`config.mk`:
```
export PLATFORM = sky130hd
export DESIGN_NAME = sar_serial_ctrl
export DESIGN_NICKNAME = d
export VERILOG_FILES = /design/src/rtl/sar_pkg.sv /design/src/rtl/sar_sync_edge.sv /design/src/rtl/sar_engine.sv /design/src/rtl/sar_serial_ctrl.sv
export SDC_FILE = /design/constraint.sdc
export NUM_CORES = 1
export LEC_CHECK = 0
export BUFFER_PORTS_ARGS = -buffer_cell sky130_fd_sc_hd__buf_2
export CORE_MARGIN = 4
export CORE_UTILIZATION = 37
export DETAILED_ROUTE_END_ITERATION = 10
export PLACE_DENSITY = 0.61
export SYNTH_ARGS = -nofsm -noshare
export SYNTH_HDL_FRONTEND = slang
export SYNTH_HIERARCHICAL = 1
export SYNTH_SLANG_ARGS = --single-unit
```
`constraint.sdc`:
```
create_clock -name clk -period 2 [get_ports clk]
set_input_delay 0.2 -clock clk [delete_from_list [all_inputs] [get_ports clk]]
set_output_delay 0.2 -clock clk [all_outputs]
set_load 0.005 [all_outputs]
```
`src/rtl/sar_pkg.sv`:
```
package sar_pkg;
    typedef enum logic [1:0] {
        ST_IDLE,
        ST_CONVERT,
        ST_FLAG,
        ST_SHIFT
    } sar_state_e;

    function automatic int conv_cycles(input int clk_mhz, input int time_ns);
        return (clk_mhz * time_ns + 999) / 1000;
    endfunction
endpackage

```
`src/rtl/sar_sync_edge.sv`:
```
module sar_sync_edge #(
    parameter bit RESET_VAL = 1'b0
) (
    input  logic clk,
    input  logic rst_n,
    input  logic async_in,
    output logic level,
    output logic fell
);
    logic meta_q, sync_q, prev_q;

    always_ff @(posedge clk or negedge rst_n) begin
        if (!rst_n) begin
            meta_q <= RESET_VAL;
            sync_q <= RESET_VAL;
            prev_q <= RESET_VAL;
        end else begin
            meta_q <= async_in;
            sync_q <= meta_q;
            prev_q <= sync_q;
        end
    end

    assign level = sync_q;
    assign fell  = prev_q & ~sync_q;
endmodule

```
`src/rtl/sar_engine.sv`:
```
module sar_engine #(
    parameter int DATA_W = 12
) (
    input  logic              clk,
    input  logic              rst_n,
    input  logic              start,
    input  logic              step_en,
    input  logic              comp_in,
    output logic [DATA_W-1:0] code
);
    localparam int PTR_W = (DATA_W > 1) ? $clog2(DATA_W) : 1;

    logic [PTR_W-1:0]  ptr_q;
    logic              busy_q;
    logic [DATA_W-1:0] code_q, code_nxt;

    always_comb begin
        code_nxt = code_q;
        if (!comp_in)
            code_nxt[ptr_q] = 1'b0;
        if (ptr_q != '0)
            code_nxt[ptr_q - 1'b1] = 1'b1;
    end

    always_ff @(posedge clk or negedge rst_n) begin
        if (!rst_n) begin
            code_q <= '0;
            ptr_q  <= '0;
            busy_q <= 1'b0;
        end else if (start) begin
            code_q <= {1'b1, {(DATA_W-1){1'b0}}};
            ptr_q  <= PTR_W'(DATA_W - 1);
            busy_q <= 1'b1;
        end else if (step_en && busy_q) begin
            code_q <= code_nxt;
            ptr_q  <= ptr_q - 1'b1;
            if (ptr_q == '0)
                busy_q <= 1'b0;
        end
    end

    assign code = code_q;
endmodule

```
`src/rtl/sar_serial_ctrl.sv`:
```
module sar_serial_ctrl
    import sar_pkg::*;
#(
    parameter int DATA_W       = 12,
    parameter int SYS_CLK_MHZ  = 125,
    parameter int CONV_TIME_NS = 8500
) (
    input  logic              clk,
    input  logic              rst_n,
    input  logic              cs_n,
    input  logic              sclk,
    input  logic              comp_in,
    output logic [DATA_W-1:0] dac_code,
    output logic              hold,
    output logic              dout,
    output logic              dout_en
);
    localparam int CONV_CYCLES = conv_cycles(SYS_CLK_MHZ, CONV_TIME_NS);
    localparam int CNT_W       = $clog2(CONV_CYCLES + 1);
    localparam logic [CNT_W-1:0] CNT_LAST = CNT_W'(CONV_CYCLES - 1);

    sar_state_e        state_q, state_nxt;
    logic [CNT_W-1:0]  conv_cnt_q;
    logic [DATA_W-1:0] shift_q;
    logic              cs_lvl, cs_fall, sclk_lvl, sclk_fall;
    logic              sar_start;

    sar_sync_edge #(.RESET_VAL(1'b1)) cs_sync_i (
        .clk(clk), .rst_n(rst_n), .async_in(cs_n), .level(cs_lvl), .fell(cs_fall)
    );

    sar_sync_edge #(.RESET_VAL(1'b0)) sclk_sync_i (
        .clk(clk), .rst_n(rst_n), .async_in(sclk), .level(sclk_lvl), .fell(sclk_fall)
    );

    sar_engine #(.DATA_W(DATA_W)) engine_i (
        .clk(clk), .rst_n(rst_n), .start(sar_start),
        .step_en(state_q == ST_CONVERT), .comp_in(comp_in), .code(dac_code)
    );

    // Next-state logic; select high returns to IDLE from every state.
    always_comb begin
        state_nxt = state_q;
        if (cs_lvl) begin
            state_nxt = ST_IDLE;
        end else begin
            unique case (state_q)
                ST_IDLE:    if (cs_fall)               state_nxt = ST_CONVERT;
                ST_CONVERT: if (conv_cnt_q == CNT_LAST) state_nxt = ST_FLAG;
                ST_FLAG:    if (sclk_fall)             state_nxt = ST_SHIFT;
                ST_SHIFT:                              state_nxt = ST_SHIFT;
            endcase
        end
    end

    assign sar_start = (state_q == ST_IDLE) && (state_nxt == ST_CONVERT);

    // State register.
    always_ff @(posedge clk or negedge rst_n) begin
        if (!rst_n)
            state_q <= ST_IDLE;
        else
            state_q <= state_nxt;
    end

    // Conversion timer and output shifter.
    always_ff @(posedge clk or negedge rst_n) begin
        if (!rst_n) begin
            conv_cnt_q <= '0;
            shift_q    <= '0;
        end else begin
            if (state_q == ST_CONVERT)
                conv_cnt_q <= conv_cnt_q + 1'b1;
            else
                conv_cnt_q <= '0;
            if (state_q == ST_FLAG && state_nxt == ST_SHIFT)
                shift_q <= dac_code;
            else if (state_q == ST_SHIFT && sclk_fall)
                shift_q <= {shift_q[DATA_W-2:0], 1'b0};
        end
    end

    // Outputs decoded from state.
    always_comb begin
        hold    = 1'b0;
        dout    = 1'b0;
        dout_en = 1'b0;
        unique case (state_q)
            ST_IDLE:    ;
            ST_CONVERT: begin hold = 1'b1; dout_en = 1'b1; end
            ST_FLAG:    begin dout = 1'b1; dout_en = 1'b1; end
            ST_SHIFT:   begin dout = shift_q[DATA_W-1]; dout_en = 1'b1; end
        endcase
    end

    logic unused_sclk_lvl;
    assign unused_sclk_lvl = sclk_lvl;
endmodule

```
# ---- After elaboration in Yosys (flattened, before gate mapping)
# Cells that the tools add are included.
dict set report word_totals {
  register_bits 48
  input_bits 5
  output_inout_bits 15
  word_cells 69
}
dict set report classes {
  add_sub_neg 2
  n_lt_le_gt_ge 4
  eq_ne 6
  n_mux 24
  n_bitwise 7
  reduce_logical 14
}
# op count
set ops {}
lappend ops {{$mux W12} 6}
lappend ops {{$and A12 B12 Y12} 1}
lappend ops {{$not A12 Y12} 1}
lappend ops {{$or A12 B12 Y12} 1}
lappend ops {{$add A11 B1 Y11 const B} 1}
lappend ops {{$eq A11 B11 Y1 const B} 1}
lappend ops {{$mux W11} 1}
lappend ops {{$lt A4 B5 Y1 const B} 2}
lappend ops {{$demux W1 S4} 2}
lappend ops {{$ge A4 B1 Y1 const B} 2}
lappend ops {{$mux W2} 4}
lappend ops {{$mux W4} 2}
lappend ops {{$pmux W2 S4} 1}
lappend ops {{$mux W1} 7}
lappend ops {{$eq A2 B2 Y1 const B} 3}
lappend ops {{$logic_and A1 B1 Y1} 6}
lappend ops {{$reduce_bool A2 Y1} 3}
lappend ops {{$eq A2 B1 Y1 const B} 2}
lappend ops {{$logic_not A4 Y1} 1}
lappend ops {{$reduce_bool A4 Y1} 1}
lappend ops {{$sub A4 B1 Y4 const B} 1}
lappend ops {{$reduce_or A3 Y1} 1}
lappend ops {{$and A1 B1 Y1} 2}
lappend ops {{$logic_not A2 Y1} 1}
lappend ops {{3 further kinds} 4}

# ---- Depth between registers and ports, before layout
dict set report logic_depth {
  depth_word 11
  depth_mapped 7
  depth_no_buf 5
}

# ---- Hierarchy
# The synthesis kept the hierarchy.
# module n_inst cells_per_inst area_each_um2 seq_area_each_um2
set by_module_without_submodules {}
lappend by_module_without_submodules {sar_serial_ctrl 1 109 1199.9 625.6}
lappend by_module_without_submodules {sar_engine 1 98 985.9 425.4}
lappend by_module_without_submodules {{sar_sync_edge at cs_sync_i} 1 4 92.6 78.8}
lappend by_module_without_submodules {{sar_sync_edge at sclk_sync_i} 1 4 88.8 75.1}

# ---- Least setup slack after synthesis
# No wires, ideal clock.
dict set report synth_timing {
  path_kind {flip-flop to flip-flop}
  from {register state_q[0]}
  to {register engine_i.code_q[4], in the netlist engine_i/code[4]}
  setup_time_ns 0.139
  arrival_ns 1.518
  required_ns 1.861
  slack_ns 0.342
  stages_incl_launch_ff 8
  n_path_buf 2
  synth_period_minus_slack_ns 1.658
  path_cell_list {dfrtp_1 > or2_2 > nor3b_1 > buf_2 > inv_1 > clkbuf_1 > o311ai_0 > o21ai_0}
}
dict set report synth_between {
  elab_chain_cells 6
  word_cells_on_any_way 14
  cone_classes {eq/ne (4); mux (6); reduce/logical (4)}
}
# element line_no
set synth_rtl {}
lappend synth_rtl {{start, declared} sar_serial_ctrl.sv:22} ;# sar_state_e state_q, state_nxt;
lappend synth_rtl {{start signal, assigned} sar_serial_ctrl.sv:63} ;# state_q <= state_nxt;
lappend synth_rtl {{$eq A2 B2 Y1, or another cell as far along} sar_serial_ctrl.sv:47} ;# unique case (state_q)
lappend synth_rtl {{$pmux W2 S4} sar_serial_ctrl.sv:47}
lappend synth_rtl {{$mux W2} sar_serial_ctrl.sv:44} ;# if (cs_lvl) begin
lappend synth_rtl {{$eq A2 B1 Y1} sar_serial_ctrl.sv:56} ;# assign sar_start = (state_q == ST_IDLE) && (state_nxt == ST_CONVERT);
lappend synth_rtl {{$logic_and A1 B1 Y1 *} sar_serial_ctrl.sv:56}
lappend synth_rtl {{named net sar_start} sar_serial_ctrl.sv:26} ;# logic sar_start;
lappend synth_rtl {{$mux W12 or $reduce_bool A2 Y1 (tied branches)} n/a}
lappend synth_rtl {{end signal, assigned} sar_engine.sv:31} ;# code_q <= {1'b1, {(DATA_W-1){1'b0}}};
lappend synth_rtl {{end signal, assigned} sar_engine.sv:35} ;# code_q <= code_nxt;
lappend synth_rtl {{end, declared} sar_engine.sv:15} ;# logic [DATA_W-1:0] code_q, code_nxt;
# Mark *: on every way through the listed nets, which the timed path passes. The rest lies on a longest branch.
# A chain may end at the register's enable or synchronous reset.

# ---- Worst setup path in the final report
dict set report layout_timing {
  from {register cs_sync_i.sync_q, in the netlist cs_sync_i/level}
  to {register shift_q[0]}
}
dict set report layout_between {
  elab_chain_cells 8
  word_cells_on_any_way 9
  cone_classes {eq/ne (1); mux (4); bitwise (2); reduce/logical (2)}
}
# element line_no
set layout_rtl {}
lappend layout_rtl {{start, declared} sar_sync_edge.sv:10} ;# logic meta_q, sync_q, prev_q;
lappend layout_rtl {{start signal, assigned} sar_sync_edge.sv:19} ;# sync_q <= meta_q;
lappend layout_rtl {{$not A1 Y1} sar_sync_edge.sv:25} ;# assign fell = prev_q & ~sync_q;
lappend layout_rtl {{$and A1 B1 Y1} sar_sync_edge.sv:25}
lappend layout_rtl {{$mux W2} sar_serial_ctrl.sv:48} ;# ST_IDLE: if (cs_fall) state_nxt = ST_CONVERT;
lappend layout_rtl {{$pmux W2 S4} sar_serial_ctrl.sv:47}
lappend layout_rtl {{$mux W2 *} sar_serial_ctrl.sv:44}
lappend layout_rtl {{$eq A2 B2 Y1 *} sar_serial_ctrl.sv:76} ;# if (state_q == ST_FLAG && state_nxt == ST_SHIFT)
lappend layout_rtl {{$logic_and A1 B1 Y1 *} sar_serial_ctrl.sv:76}
lappend layout_rtl {{$mux W12 or $reduce_bool A2 Y1 (tied branches)} n/a}
lappend layout_rtl {{end signal, assigned} sar_serial_ctrl.sv:77} ;# shift_q <= dac_code;
lappend layout_rtl {{end signal, assigned} sar_serial_ctrl.sv:79} ;# shift_q <= {shift_q[DATA_W-2:0], 1'b0};
lappend layout_rtl {{end, declared} sar_serial_ctrl.sv:24} ;# logic [DATA_W-1:0] shift_q;
# Every way passes the cells marked *; elsewhere a longest branch is shown, timed or not.

==> impl_metrics.env <==
export IMPL_outcome="completed"
export IMPL_wirelength_um=4960
export IMPL_async_flop_share=1.00
export IMPL_area_delta_synth_final_pct=13.9
export IMPL_fin_crit_sh=0.878
export IMPL_cp_end_kind="flop"
export IMPL_htree_levels=2
export IMPL_hp_class="in2reg"
export IMPL_multi_input_area_sq_um=1080
export IMPL_startpoint_type="flop"
export IMPL_p_leak_nw=1.26
export IMPL_cts_sinks=48
export IMPL_grt_pass1_vias=1708
export IMPL_layout_drive_gt1_share=0.191
export IMPL_cp_data_arrival_time_ns=1.98
export IMPL_cts_buffers=5
export IMPL_fp_dieH_um=88.0
export IMPL_n_fill_cell=576
export IMPL_die_width_um=88.0
export IMPL_finalHoldViolCount=0
export IMPL_place_congestion=0.905
export IMPL_seqPwrFrac=0.510
export IMPL_fin_tns_setup_ns=0
export IMPL_synth_compound_area_frac=0.209
export IMPL_swShare=0.324
export IMPL_cts_max_path_buffers=2
export IMPL_cts_root_buf="clkbuf_8"
export IMPL_vias=1779
export IMPL_cts_clk_slew_worst_paths_ns=0.08
export IMPL_drc=0
export IMPL_cpPeakStageDelay_ns=0.60
export IMPL_finalMaxSlewViolations=0
export IMPL_synth_xor_area_frac=0.0185
export IMPL_drtAntennaViolNets=0
export IMPL_cts_tree="built"
export IMPL_rows=28
export IMPL_clkPwrFrac=0.260
export IMPL_fin_total_pwr_mw=2.58
export IMPL_nNetsFinal=251
export IMPL_slowest_stage="dfstp_2"
export IMPL_antenna_found_initial=0
export IMPL_finalCriticalPeriod_ns=1.76
export IMPL_relSlewSlack=0.520
export IMPL_postCtsSetupRepairBufs=0
export IMPL_max_freq_ghz=0.570
export IMPL_diodes=0
export IMPL_ys_ff_latch=48
export IMPL_cap_viol_max_count=0
export IMPL_overflow=0
export IMPL_critPathMaxFanout=11
export IMPL_synthMuxAreaShare=0
export IMPL_post_drt_via_cell_ratio=5.63
export IMPL_synth_edf_count=0
export IMPL_portBuffers=19
export IMPL_synth_adder_area_share=0.0317
export IMPL_power_density_nw_per_um2=957
export IMPL_boundaryPins=20
export IMPL_setup_viol=0
export IMPL_synth_distinct_cells=52
export IMPL_syn_cell_area_sq_um=2370
export IMPL_final_seq_area_sq_um=1200
export IMPL_crit_chain="and4bb_1, nor2_1, a22o_1"
export IMPL_synth_ff_type="dfrtp_1"
export IMPL_yosys_warnings=6
export IMPL_clk_latency_ns=0.29
export IMPL_pwr_share_comb=0.230
export IMPL_p_sw_mw=0.836
export IMPL_grt_start_max_net_pins=19
export IMPL_synth_top_family_by_area="compound AO/OA/AOI/OAI gates"
export IMPL_wl_per_cell_um=15.7
export IMPL_coreArea_sq_um=6060
export IMPL_syn_nets=226
export IMPL_min_delay_path_depth=3
export IMPL_postSynthAreaPerCell_sq_um=11.0
export IMPL_crit_type="reg2reg"
export IMPL_dr_first_iter_drc_count=216
export IMPL_grt_total_usage=0.142
export IMPL_cp_required_ns=2.23
export IMPL_synthSimpleGateAreaFrac=0.195
export IMPL_dr_pass1_iters=4
export IMPL_p_int_mw=1.75
export IMPL_rsz0062_at_grt="no"
export IMPL_yosysSeqAreaShare=0.509
export IMPL_syn_inst=215
export IMPL_start_util=0.391
export IMPL_reg2reg_depth=3
export IMPL_worstMarginPinSlew_ns=0.717
export IMPL_die_area_sq_um=7740
export IMPL_worst_clock_skew_ns=0.00654
export IMPL_grt_pass1_wl_um=8640
export IMPL_place_hpwl_um=3640
export IMPL_ir_worst_vdd_mv=0.332
-- cells in the final DEF, fill, tap and decap left out, types with 3 or more instances in the layout --
master         synthesis  layout
and4b_1                3       3
or3_1                  4       4
o21ai_0               11      11
clkbuf_8               0       5
o211ai_1               7       7
dlygate4sd3_1          0       3
nand2b_1               4       4
o311ai_0               3       3
nor2_1                12      12
inv_1                  7       7
dfrtp_1               45      45
buf_4                  1       8
xnor2_1                3       3
ha_1                   6       5
dfstp_2                3       3
a21oi_1                7       7
a22o_1                11      11
nand4b_1               4       4
nor2b_1                3       3
buf_2                  9      19
a21o_1                11      11
nand3_1                9       9
nand2_1                8       8
-- what timing repair did --
action,4_1_cts,5_1_grt
endpoints found under the hold margin,13,0
resized for setup,0,1
hold buffers,3,0
endpoints found under the setup margin,0,2
-- worst max-delay path, delay by kind of cell (launching register included) --
| family | cells | cell delay [ns] |
|---|---|---|
| compound gates | 1 | 0.23 |
| flops | 1 | 0.60 |
| simple gates | 2 | 0.86 |
-- layer usage --
metal | up-vias | routed length [um] | GRT usage | part of all wire
met1 | 876 | 2410 | 0.205 | 0.49
met5 | - | 0 | 0 | 0
li1 | 863 | - | - | -
met4 | 0 | 80 | 0.0544 | 0.016
met3 | 7 | 174 | 0.0263 | 0.035
met2 | 33 | 2300 | 0.212 | 0.46
-- stage by stage --
step	instances	util	hold WS [ns]	instance area [sq um]	worst slack, ns
floorplan	215	-	-0.0956	2370	0.342
global placement	305	0.422	0.125	2560	0.173
detailed placement	305	0.422	0.120	2560	0.146
CTS	316	0.444	0.259	2690	0.132
global route	316	0.445	0.277	2700	0.0475
finish	316	0.445	0.255	2700	0.245
-- flip-flops by register name, indices dropped and copies added, names as in the netlist, 2 cells and up --
signal / count
conv_cnt_q: 11
engine_i/code: 12
engine_i/ptr_q: 4
shift_q: 12
state_q: 2
-- power by group through the flow --
stage / Clock [mW] / Combinational (mW) / Sequential (mW)
3_3_place_gp: 0 / 0.584 / 1.33
4_1_cts: 0.703 / 0.591 / 1.31
6_report: 0.672 / 0.593 / 1.32
5_1_grt: 0.742 / 0.668 / 1.34
3_5_place_dp: 0 / 0.582 / 1.33
2_1_floorplan: 0 / 0.431 / 1.24
-- logic make-up after synthesis --
group                      count (synthesis)
and+or+nand+nor                           69
adders and majority gates                  6
xor gates and xnor gates                   5
DFF                                       48
buffers and inverters                     19
AOI/OAI and AO/OA                         68
-- Yosys cell counts (2+ instances only) --
| library cell | count | area [sq um] |
|---|---|---|
| o211ai_1 | 7 | 52.6 |
| a41oi_1 | 2 | 17.5 |
| nor3_1 | 2 | 10.0 |
| nor2b_4 | 2 | 27.5 |
| nand3_1 | 9 | 45.0 |
| or4_1 | 2 | 15.0 |
| nor2_1 | 12 | 45.0 |
| dfstp_2 | 3 | 78.8 |
| a21o_1 | 11 | 82.6 |
| or3_2 | 2 | 15.0 |
| o41ai_1 | 2 | 17.5 |
| o31ai_1 | 2 | 15.0 |
| nand2_1 | 8 | 30.0 |
| o21ai_1 | 2 | 10.0 |
| and2_1 | 2 | 12.5 |
| nor3b_1 | 2 | 15.0 |
| buf_2 | 9 | 45.0 |
| dfrtp_1 | 45 | 1130 |
| and4b_1 | 3 | 30.0 |
| ha_1 | 6 | 75.1 |
| o21ai_0 | 11 | 55.1 |
| nand2b_1 | 4 | 25.0 |
| xnor2_1 | 3 | 26.3 |
| clkbuf_1 | 2 | 7.51 |
| xor2_1 | 2 | 17.5 |
| o221ai_1 | 2 | 17.5 |
| nor2b_1 | 3 | 18.8 |
| or3_1 | 4 | 25.0 |
| nand4b_1 | 4 | 35.0 |
| a22o_1 | 11 | 96.3 |
| inv_1 | 7 | 26.3 |
| o311ai_0 | 3 | 26.3 |
| a21oi_1 | 7 | 35.0 |
-- path summary, 6_finish.rpt --
kind | startpoint | endpoint | slack (ns)
max reg2reg | cs_sync_i/level | shift_q[0] | 0.24
min | comp_in | engine_i/code[8] | 0.26
min reg2reg | sclk_sync_i/meta_q | sclk_sync_i/level | 0.35
max in group asynchronous | rst_n | engine_i/code[0] | 1.11
min in group asynchronous | rst_n | conv_cnt_q[9] | 0.33
max | cs_sync_i/level | shift_q[0] | 0.24
-- cell type report --
type	count	area share
multi-input cells	148	0.400
clock buffers	6	0.0269
flip-flops and latches	48	0.447
well taps	75	0.0348
clock inverters	2	0.0130
repair buffers	30	0.0687
inverters	7	0.00974
(Power assumes the default switching activity.)
